File: src/rtl/cfg_route_pkg.sv
package cfg_route_pkg;

    typedef enum logic [1:0] {
        RT_INTERNAL = 2'd0,
        RT_TYPE0    = 2'd1,
        RT_TYPE1    = 2'd2,
        RT_FORWARD  = 2'd3
    } route_kind_e;

    typedef struct packed {
        logic       en;
        logic [7:0] bus;
        logic [4:0] dev;
        logic [2:0] fn;
        logic [5:0] regno;
    } cfg_fields_t;

    localparam logic [31:0] CFG_WMASK = 32'h80FF_FFFC;

    function automatic cfg_fields_t cfg_unpack(input logic [31:0] w);
        cfg_fields_t f;
        f.en    = w[31];
        f.bus   = w[23:16];
        f.dev   = w[15:11];
        f.fn    = w[10:8];
        f.regno = w[7:2];
        return f;
    endfunction

    function automatic logic [31:0] cfg_pack(input cfg_fields_t f);
        return {f.en, 7'd0, f.bus, f.dev, f.fn, f.regno, 2'b00};
    endfunction

endpackage

File: src/rtl/cfg_port_decode.sv
module cfg_port_decode #(
    parameter int              AW        = 16,
    parameter logic [AW-1:0]   CFG_PORT  = 16'h0CF8,
    parameter logic [AW-1:0]   DATA_PORT = 16'h0CFC
) (
    input  logic          io_valid,
    input  logic          io_write,
    input  logic [AW-1:0] io_addr,
    input  logic [3:0]    io_be,
    output logic          full_wr,
    output logic          full_rd,
    output logic          narrow,
    output logic          win_hit
);
    logic cfg_word_hit;
    logic full_shape;

    always_comb begin
        cfg_word_hit = io_valid && (io_addr[AW-1:2] == CFG_PORT[AW-1:2]);
        full_shape   = (io_be == 4'hF) && (io_addr[1:0] == 2'b00);
        full_wr      = cfg_word_hit && full_shape && io_write;
        full_rd      = cfg_word_hit && full_shape && !io_write;
        narrow       = cfg_word_hit && !full_shape && (io_be != 4'h0);
        win_hit      = io_valid && (io_addr[AW-1:2] == DATA_PORT[AW-1:2]);
    end
endmodule

File: src/rtl/cfg_addr_reg.sv
module cfg_addr_reg
    import cfg_route_pkg::*;
(
    input  logic        clk,
    input  logic        rst_n,
    input  logic        wr_en,
    input  logic [31:0] wdata,
    output cfg_fields_t fields_q
);
    cfg_fields_t fields_d;

    always_comb begin
        fields_d = fields_q;
        if (wr_en) begin
            fields_d = cfg_unpack(wdata & CFG_WMASK);
        end
    end

    always_ff @(posedge clk) begin
        if (!rst_n) begin
            fields_q <= '0;
        end else begin
            fields_q <= fields_d;
        end
    end
endmodule

File: src/rtl/cfg_route_classify.sv
module cfg_route_classify
    import cfg_route_pkg::*;
#(
    parameter logic [31:0] INT_DEV_MASK = 32'h0000_0087,
    parameter logic [7:0]  FUNC_OK_MASK = 8'h03
) (
    input  cfg_fields_t fields,
    input  logic [7:0]  sec_bus,
    input  logic [7:0]  sub_bus,
    output route_kind_e kind,
    output logic        drop
);
    logic bus_zero;
    logic dev_local;
    logic fn_ok;
    logic in_window;

    always_comb begin
        bus_zero  = (fields.bus == 8'd0);
        dev_local = INT_DEV_MASK[fields.dev];
        fn_ok     = FUNC_OK_MASK[fields.fn];
        in_window = (fields.bus >= sec_bus) && (fields.bus <= sub_bus);
        drop      = 1'b0;
        if (bus_zero) begin
            if (dev_local) begin
                kind = RT_INTERNAL;
                drop = !fn_ok;
            end else begin
                kind = RT_TYPE0;
            end
        end else if (in_window) begin
            kind = RT_FORWARD;
        end else begin
            kind = RT_TYPE1;
        end
    end
endmodule

File: src/rtl/cfg_addr_router.sv
module cfg_addr_router
    import cfg_route_pkg::*;
#(
    parameter int              AW           = 16,
    parameter logic [AW-1:0]   CFG_PORT     = 16'h0CF8,
    parameter logic [AW-1:0]   DATA_PORT    = 16'h0CFC,
    parameter logic [31:0]     INT_DEV_MASK = 32'h0000_0087,
    parameter logic [7:0]      FUNC_OK_MASK = 8'h03
) (
    input  logic          clk,
    input  logic          rst_n,
    input  logic          io_valid,
    input  logic          io_write,
    input  logic [AW-1:0] io_addr,
    input  logic [3:0]    io_be,
    input  logic [31:0]   io_wdata,
    input  logic [7:0]    sec_bus,
    input  logic [7:0]    sub_bus,
    output logic          io_rdata_vld,
    output logic [31:0]   io_rdata,
    output logic          io_pass,
    output logic          route_valid,
    output logic [1:0]    route_kind,
    output logic          route_drop,
    output logic          route_write,
    output logic [7:0]    hdr_bus,
    output logic [7:0]    hdr_devfn,
    output logic [7:0]    hdr_reg
);
    typedef struct packed {
        logic        rd_vld;
        logic [31:0] rd_data;
        logic        pass;
        logic        rt_vld;
        route_kind_e kind;
        logic        drop;
        logic        wr;
        logic [7:0]  bus;
        logic [7:0]  devfn;
        logic [7:0]  regb;
    } out_t;

    logic        full_wr, full_rd, narrow, win_hit;
    cfg_fields_t fields_q;
    logic [31:0] cfg_word;
    route_kind_e cls_kind;
    logic        cls_drop;
    out_t        out_d, out_q;

    cfg_port_decode #(
        .AW        (AW),
        .CFG_PORT  (CFG_PORT),
        .DATA_PORT (DATA_PORT)
    ) u_decode (
        .io_valid (io_valid),
        .io_write (io_write),
        .io_addr  (io_addr),
        .io_be    (io_be),
        .full_wr  (full_wr),
        .full_rd  (full_rd),
        .narrow   (narrow),
        .win_hit  (win_hit)
    );

    cfg_addr_reg u_reg (
        .clk      (clk),
        .rst_n    (rst_n),
        .wr_en    (full_wr),
        .wdata    (io_wdata),
        .fields_q (fields_q)
    );

    cfg_route_classify #(
        .INT_DEV_MASK (INT_DEV_MASK),
        .FUNC_OK_MASK (FUNC_OK_MASK)
    ) u_classify (
        .fields  (fields_q),
        .sec_bus (sec_bus),
        .sub_bus (sub_bus),
        .kind    (cls_kind),
        .drop    (cls_drop)
    );

    assign cfg_word = cfg_pack(fields_q);

    always_comb begin
        out_d        = '0;
        out_d.rd_vld = full_rd;
        out_d.pass   = narrow;
        if (full_rd) begin
            out_d.rd_data = cfg_word;
        end
        if (win_hit && fields_q.en) begin
            out_d.rt_vld = 1'b1;
            out_d.kind   = cls_kind;
            out_d.drop   = cls_drop;
            out_d.wr     = io_write;
            out_d.bus    = fields_q.bus;
            out_d.devfn  = {fields_q.dev, fields_q.fn};
            out_d.regb   = {fields_q.regno, 2'b00};
        end
    end

    always_ff @(posedge clk) begin
        if (!rst_n) begin
            out_q <= '0;
        end else begin
            out_q <= out_d;
        end
    end

    assign io_rdata_vld = out_q.rd_vld;
    assign io_rdata     = out_q.rd_data;
    assign io_pass      = out_q.pass;
    assign route_valid  = out_q.rt_vld;
    assign route_kind   = out_q.kind;
    assign route_drop   = out_q.drop;
    assign route_write  = out_q.wr;
    assign hdr_bus      = out_q.bus;
    assign hdr_devfn    = out_q.devfn;
    assign hdr_reg      = out_q.regb;
endmodule

File: config.mk
export PLATFORM = sky130hd
export DESIGN_NAME = cfg_addr_router
export DESIGN_NICKNAME = d
export VERILOG_FILES = /design/src/rtl/cfg_route_pkg.sv /design/src/rtl/cfg_port_decode.sv /design/src/rtl/cfg_addr_reg.sv /design/src/rtl/cfg_route_classify.sv /design/src/rtl/cfg_addr_router.sv
export SDC_FILE = /design/constraint.sdc
export NUM_CORES = 1
export LEC_CHECK = 0
export BUFFER_PORTS_ARGS = -buffer_cell sky130_fd_sc_hd__buf_2
export CAP_MARGIN = 5
export CORE_UTILIZATION = 35
export DETAILED_ROUTE_END_ITERATION = 6
export SKIP_LAST_GASP = 1
export SYNTH_ARGS = -nofsm -noshare
export SYNTH_HDL_FRONTEND = slang
export SYNTH_SLANG_ARGS = --single-unit
File: constraint.sdc
create_clock -name clk -period 2.2 [get_ports clk]
set_input_delay 0.22 -clock clk [delete_from_list [all_inputs] [get_ports clk]]
set_output_delay 0.22 -clock clk [all_outputs]
set_load 0.005 [all_outputs]
; Yosys cells after proc, flatten, opt, wreduce, memory -nomap -nowiden
; Memory sizes are Yosys's and may differ from the RTL's. A register that Yosys moved wholly into a read port is not among the register bits.
; Index checks and enable logic that the tools add are counted.
[totals]
ff_bits = 86
latchBits = 0
ram_bits = 0
rom_bits = 40
input_bits = 72
out_inout_bits = 63
memories = 2
[mem_list]
columns = name, words, word_bits, read_ports, rd_clocked_by_memory_dff, wr, line
row1 = (name not given), 32, 1, 1, 1, 0, cfg_route_classify.sv:20  ; dev_local = INT_DEV_MASK[fields.dev];
row2 = (name not given), 8, 1, 1, 1, 0, cfg_route_classify.sv:21  ; fn_ok = FUNC_OK_MASK[fields.fn];
[op_classes]
add_sub_neg = 0
n_mul = 0
n_div = 0
magnitude_cmp = 4
eq_ne = 3
shifts = 0
n_mux = 12
bitwise = 0
n_reduce_logical = 19
[ops]
columns = op, n
row1 = 29-bit two-way mux, 1
row2 = 14-bit by 10-bit == test with 1-bit output (second input constant), 2
row3 = 1-bit logical AND, 10
row4 = 5-bit two-way mux, 2
row5 = 8-bit greater-or-equal comparator, 1
row6 = 8-bit less-or-equal comparator, 1
row7 = 8-bit logical NOT, 1
row8 = 5-bit by 6-bit < comparator with 1-bit output (second input constant), 1
row9 = 1-bit two-way mux, 6
row10 = 3-bit two-way mux, 2
row11 = 4-bit == test (second input constant), 1
row12 = 3-bit by 4-bit < comparator with 1-bit output (second input constant), 1
row13 = 2-bit AND reduction, 2
row14 = 4-bit AND reduction, 1
row15 = 4-bit nonzero test, 1
row16 = 1-bit logical NOT, 3
row17 = 2-bit logical NOT, 1
row18 = 2-bit two-way mux, 1

; Logic depth before layout (Yosys ltp)
[logic_depth]
word_depth = 6
mapped_depth = 7
mapped_depth_nobuf = 7

; Modules after synthesis
; From an unflattened synthesis, not the netlist that was laid out.
[unflattened]
hier_cells = 278
area_unflattened_um2 = 3042.9
[by_module_without_submodules]
columns = mod, instances, cells_per_inst, area_per_inst_um2, seq_area_each_um2
row1 = cfg_addr_router, 1, 127, 1570.3, 1041.0
row2 = cfg_addr_reg, 1, 74, 893.4, 460.4
row3 = cfg_route_classify, 1, 63, 479.2, 0.0
row4 = cfg_port_decode, 1, 14, 100.1, 0.0

; Worst setup path after synthesis
; OpenSTA, ideal clock, no wires.
[synth_path]
path_type = input to register
from = input port io_addr[13]
to = register u_classify.dev_local (netlist name)
arrival_ns = 1.634
required_ns = 2.085
setup_slack_ns = 0.452
cell_stages = 6
n_path_buf = 2
cell_sequence = or4_4 > nor4_4 > nand4_1 > buf_2 > buf_6 > o21a_1
[synth_lines]
columns = element, line
row1 = "start, declared", cfg_addr_router.sv:14  ; input logic [AW-1:0] io_addr,

; Final worst setup path
[layout_path]
from = register u_reg.fields_q[21] (netlist name)
to = register out_q (netlist bit route_kind[0])
[layout_between]
elab_chain_cells = 4
word_cells_on_any_way = 6
[layout_rtl]
columns = element, line
row1 = 8-bit greater-or-equal comparator / 8-bit less-or-equal comparator (equally long branches), cfg_route_classify.sv:22  ; in_window = (fields.bus >= sec_bus) && (fields.bus <= sub_bus);
row2 = 1-bit logical AND, cfg_route_classify.sv:22
row3 = 1-bit two-way mux, cfg_route_classify.sv:31  ; end else if (in_window) begin
row4 = 2-bit two-way mux (*), cfg_route_classify.sv:24  ; if (bus_zero) begin
row5 = "end signal, assigned", cfg_addr_router.sv:108  ; out_q <= out_d;
row6 = "end, declared", cfg_addr_router.sv:48  ; out_t out_d, out_q;
; Mark *: on every way between the ends. The rest lies on a longest branch, timed or not.
; A chain may end at the register's enable or synchronous reset.

==> out/metrics.cfg <==
[worst_setup_path]
slowest_delay_ns = 0.46
worst_r2r_path_depth = 6
crit_chain = ha_1 -> and4_1 -> nand2_1 -> a21oi_1 -> a2111oi_0 -> a211oi_1
cp-start-kind = flip-flop
crit_buf_inv = 0
timing.critical_path.fanout_max = 6
critPathCaptureType = flip-flop
cp_slowest_cell = dfxtp_1
critical_path.top_delay_family = compound AO/OA/AOI/OAI gates
cp.depth = 6
required_ns = 2.42
cp.arrival_ns = 1.89
path_class = reg2reg

[cts]
clock-sinks = 77
cts_max_level = 3
post_cts.repair.setup_buffers = 0
cts_tree = yes
clkLatencyLatePin_ns = 0.35
cts_resized = 0
cts_hold_buf = 0
clockBufferDepth = 2
cts_made_buffers = 9
clk_root_buffer_cell = clkbuf_8
clk_pin_slew_worst_paths_ns = 0.08

[layout]
post-route-util = 0.471
diodes = 0
stdcell_count = 532
drive_gt1_frac = 0.330
syn2layout_area_growth_pct = 30.7
nNetsFinal = 510

[timing]
fin_crit_sh = 0.759
fin_tns_setup_ns = 0
skew_ns = 0.00634
drv_slew = 0
fin_ws_ns = 0.530
hold_viol = 0
rsz0062_at_grt = no
holdWs_ns = 0.103
timing.final.crit_period_ns = 1.67
fmax_mhz = 599
setup_viol = 0

[logic_synthesis]
syn_area_mm2 = 0.00295
synth_top_area_frac = 0.523
synth_edf_count = 0
synth-xor-area-share = 0.00594
ys_seq_area_frac = 0.523
synth_top_family_by_area = simple AND/OR/NAND/NOR gates
synthTopCellsByArea = dfxtp_1 (52%), and2_1 (10%), ha_1 (6.8%)
ys_top_cells_by_count = dfxtp_1 (77), and2_1 (47), nand2_1 (31)
synthSimpleGateAreaFrac = 0.247
yosysWarnings = 0
async_reset_ff_frac = 0
synth.most_common_cell = dfxtp_1
yosys.area.top_type = dfxtp_1
synthAdderAreaFrac = 0.0679
synth-main-ff-cell = dfxtp_1
netlist_instances = 307
ys_ff_latch = 77
avgSynthCellArea_um2 = 9.60
ys_types = 34
synth-compound-area-share = 0.0768
synth_mux_area_frac = 0

[detailed_routing]
drcViolationCount = 0
wl_met1_um = 2930
routedWlPerCell_um = 11.9
firstDrtPassIters = 4
route.antenna.remaining_nets = 0
vias = 2350
drtIter0Drc = 58
avgViaCountPerCell = 4.42
wl_met3_um = 407
routed_wl_um = 6310
met2_length_um = 2860
maxUsedRoutingLayer = met4

[global_routing]
globalRouteTotalUtil = 0.152
grt_start_max_net_pins = 44
grt_pass1_wl_um = 10100
grt.overflow.total = 0
antenna_found_initial = 0
grt_pass1_vias = 2181

[die]
core_mm2 = 0.00818
die_h_um = 93.8
io_pins = 135
num_rows = 33
initial_core_util = 0.361
fp.dieW_um = 93.8
dieArea_mm2 = 0.00879

[hold_path]
hold_depth = 3
min_path_type = in2reg

[power_and_ir_drop]
p_switching_mw = 0.604
power_density_mw_per_mm2 = 761
power_frac_comb = 0.041
cellLeakagePower_nw = 1.92
p_int_mw = 2.33
p_sw_frac = 0.206
power_frac_seq = 0.475
ir_drop_mv = 0.279
pwr-share-clk = 0.484

[place]
gp_congestion = 0.746
dp.cells = 516
hpwl_um = 4570
io_buffers = 114
dpl_worst_slack_ns = 0.200

[run_status]
status = finished, final reports clean

[job]
drv_cap = 0

-- power by group through the flow --
stage,clock [mW],combinational (mW),sequential (mW)
3_5_place_dp,0,0.121,1.43
6_report,1.42,0.120,1.39
4_1_cts,1.45,0.121,1.39
5_1_grt,1.50,0.136,1.39
2_1_floorplan,0,0.0657,1.43
3_3_place_gp,0,0.117,1.43
-- final timing paths --
path	from	to	slack, ns
max reg2reg	u_reg.fields_q[21]	route_kind[0]	0.53
min reg2reg	u_classify.fn_ok	route_drop	0.41
min	io_wdata[31]	u_reg.fields_q[22]	0.10
max	u_reg.fields_q[21]	route_kind[0]	0.53
-- kinds of logic after synthesis --
group | count (synthesis)
buffers and inverters | 43
and+or+nand+nor | 128
other | 1
adders and majority gates | 16
AOI/OAI and AO/OA | 40
DFF | 77
xor gates and xnor gates | 2
-- area by class of cell --
class,count,area [um2]
Clock inverter,7,146
Multi-Input combinational cell,197,1210
Timing Repair Buffer,121,636
Sequential cell,77,1540
Tap cell,105,131
Inverter,16,60.1
Fill cell,813,4320
Clock buffer,9,124
-- layout by cell type (no fill, tap or decap), types with 3 or more instances in the layout --
cell type / netlist / routed
nand2_1: 31 / 31
bufinv_16: 0 / 4
ha_1: 16 / 16
conb_1: 1 / 11
buf_4: 11 / 6
nand4_1: 5 / 5
nor4_1: 3 / 3
nor2_1: 4 / 4
o21ai_0: 24 / 24
dfxtp_1: 77 / 77
o21ai_1: 3 / 3
and2_1: 47 / 47
a211oi_1: 3 / 3
buf_2: 3 / 114
clkbuf_8: 0 / 9
nand3_1: 25 / 25
a21oi_1: 4 / 4
inv_1: 16 / 16
-- routing by layer --
layer	up-vias	global-route usage
met1	1027	0.191
met4	0	0.0692
met3	9	0.0413
met2	84	0.241
li1	1230	-
met5	-	0
-- metrics by stage --
step	total power, mW	instance area, um2
6_report	2.93	3850
5_1_grt	3.03	3850
4_1_cts	2.96	3850
3_5_place_dp	1.55	3580
3_3_place_gp	1.54	3580
2_1_floorplan	1.49	2990
-- tightest hold or removal path, delay by kind of cell --
family | cells | cell delay (ns)
buffers and inverters | 1 | 0.10
AO/OA/AOI/OAI | 1 | 0.06
AND/OR/NAND/NOR | 1 | 0.04
Power figures use the tool's default switching activity.
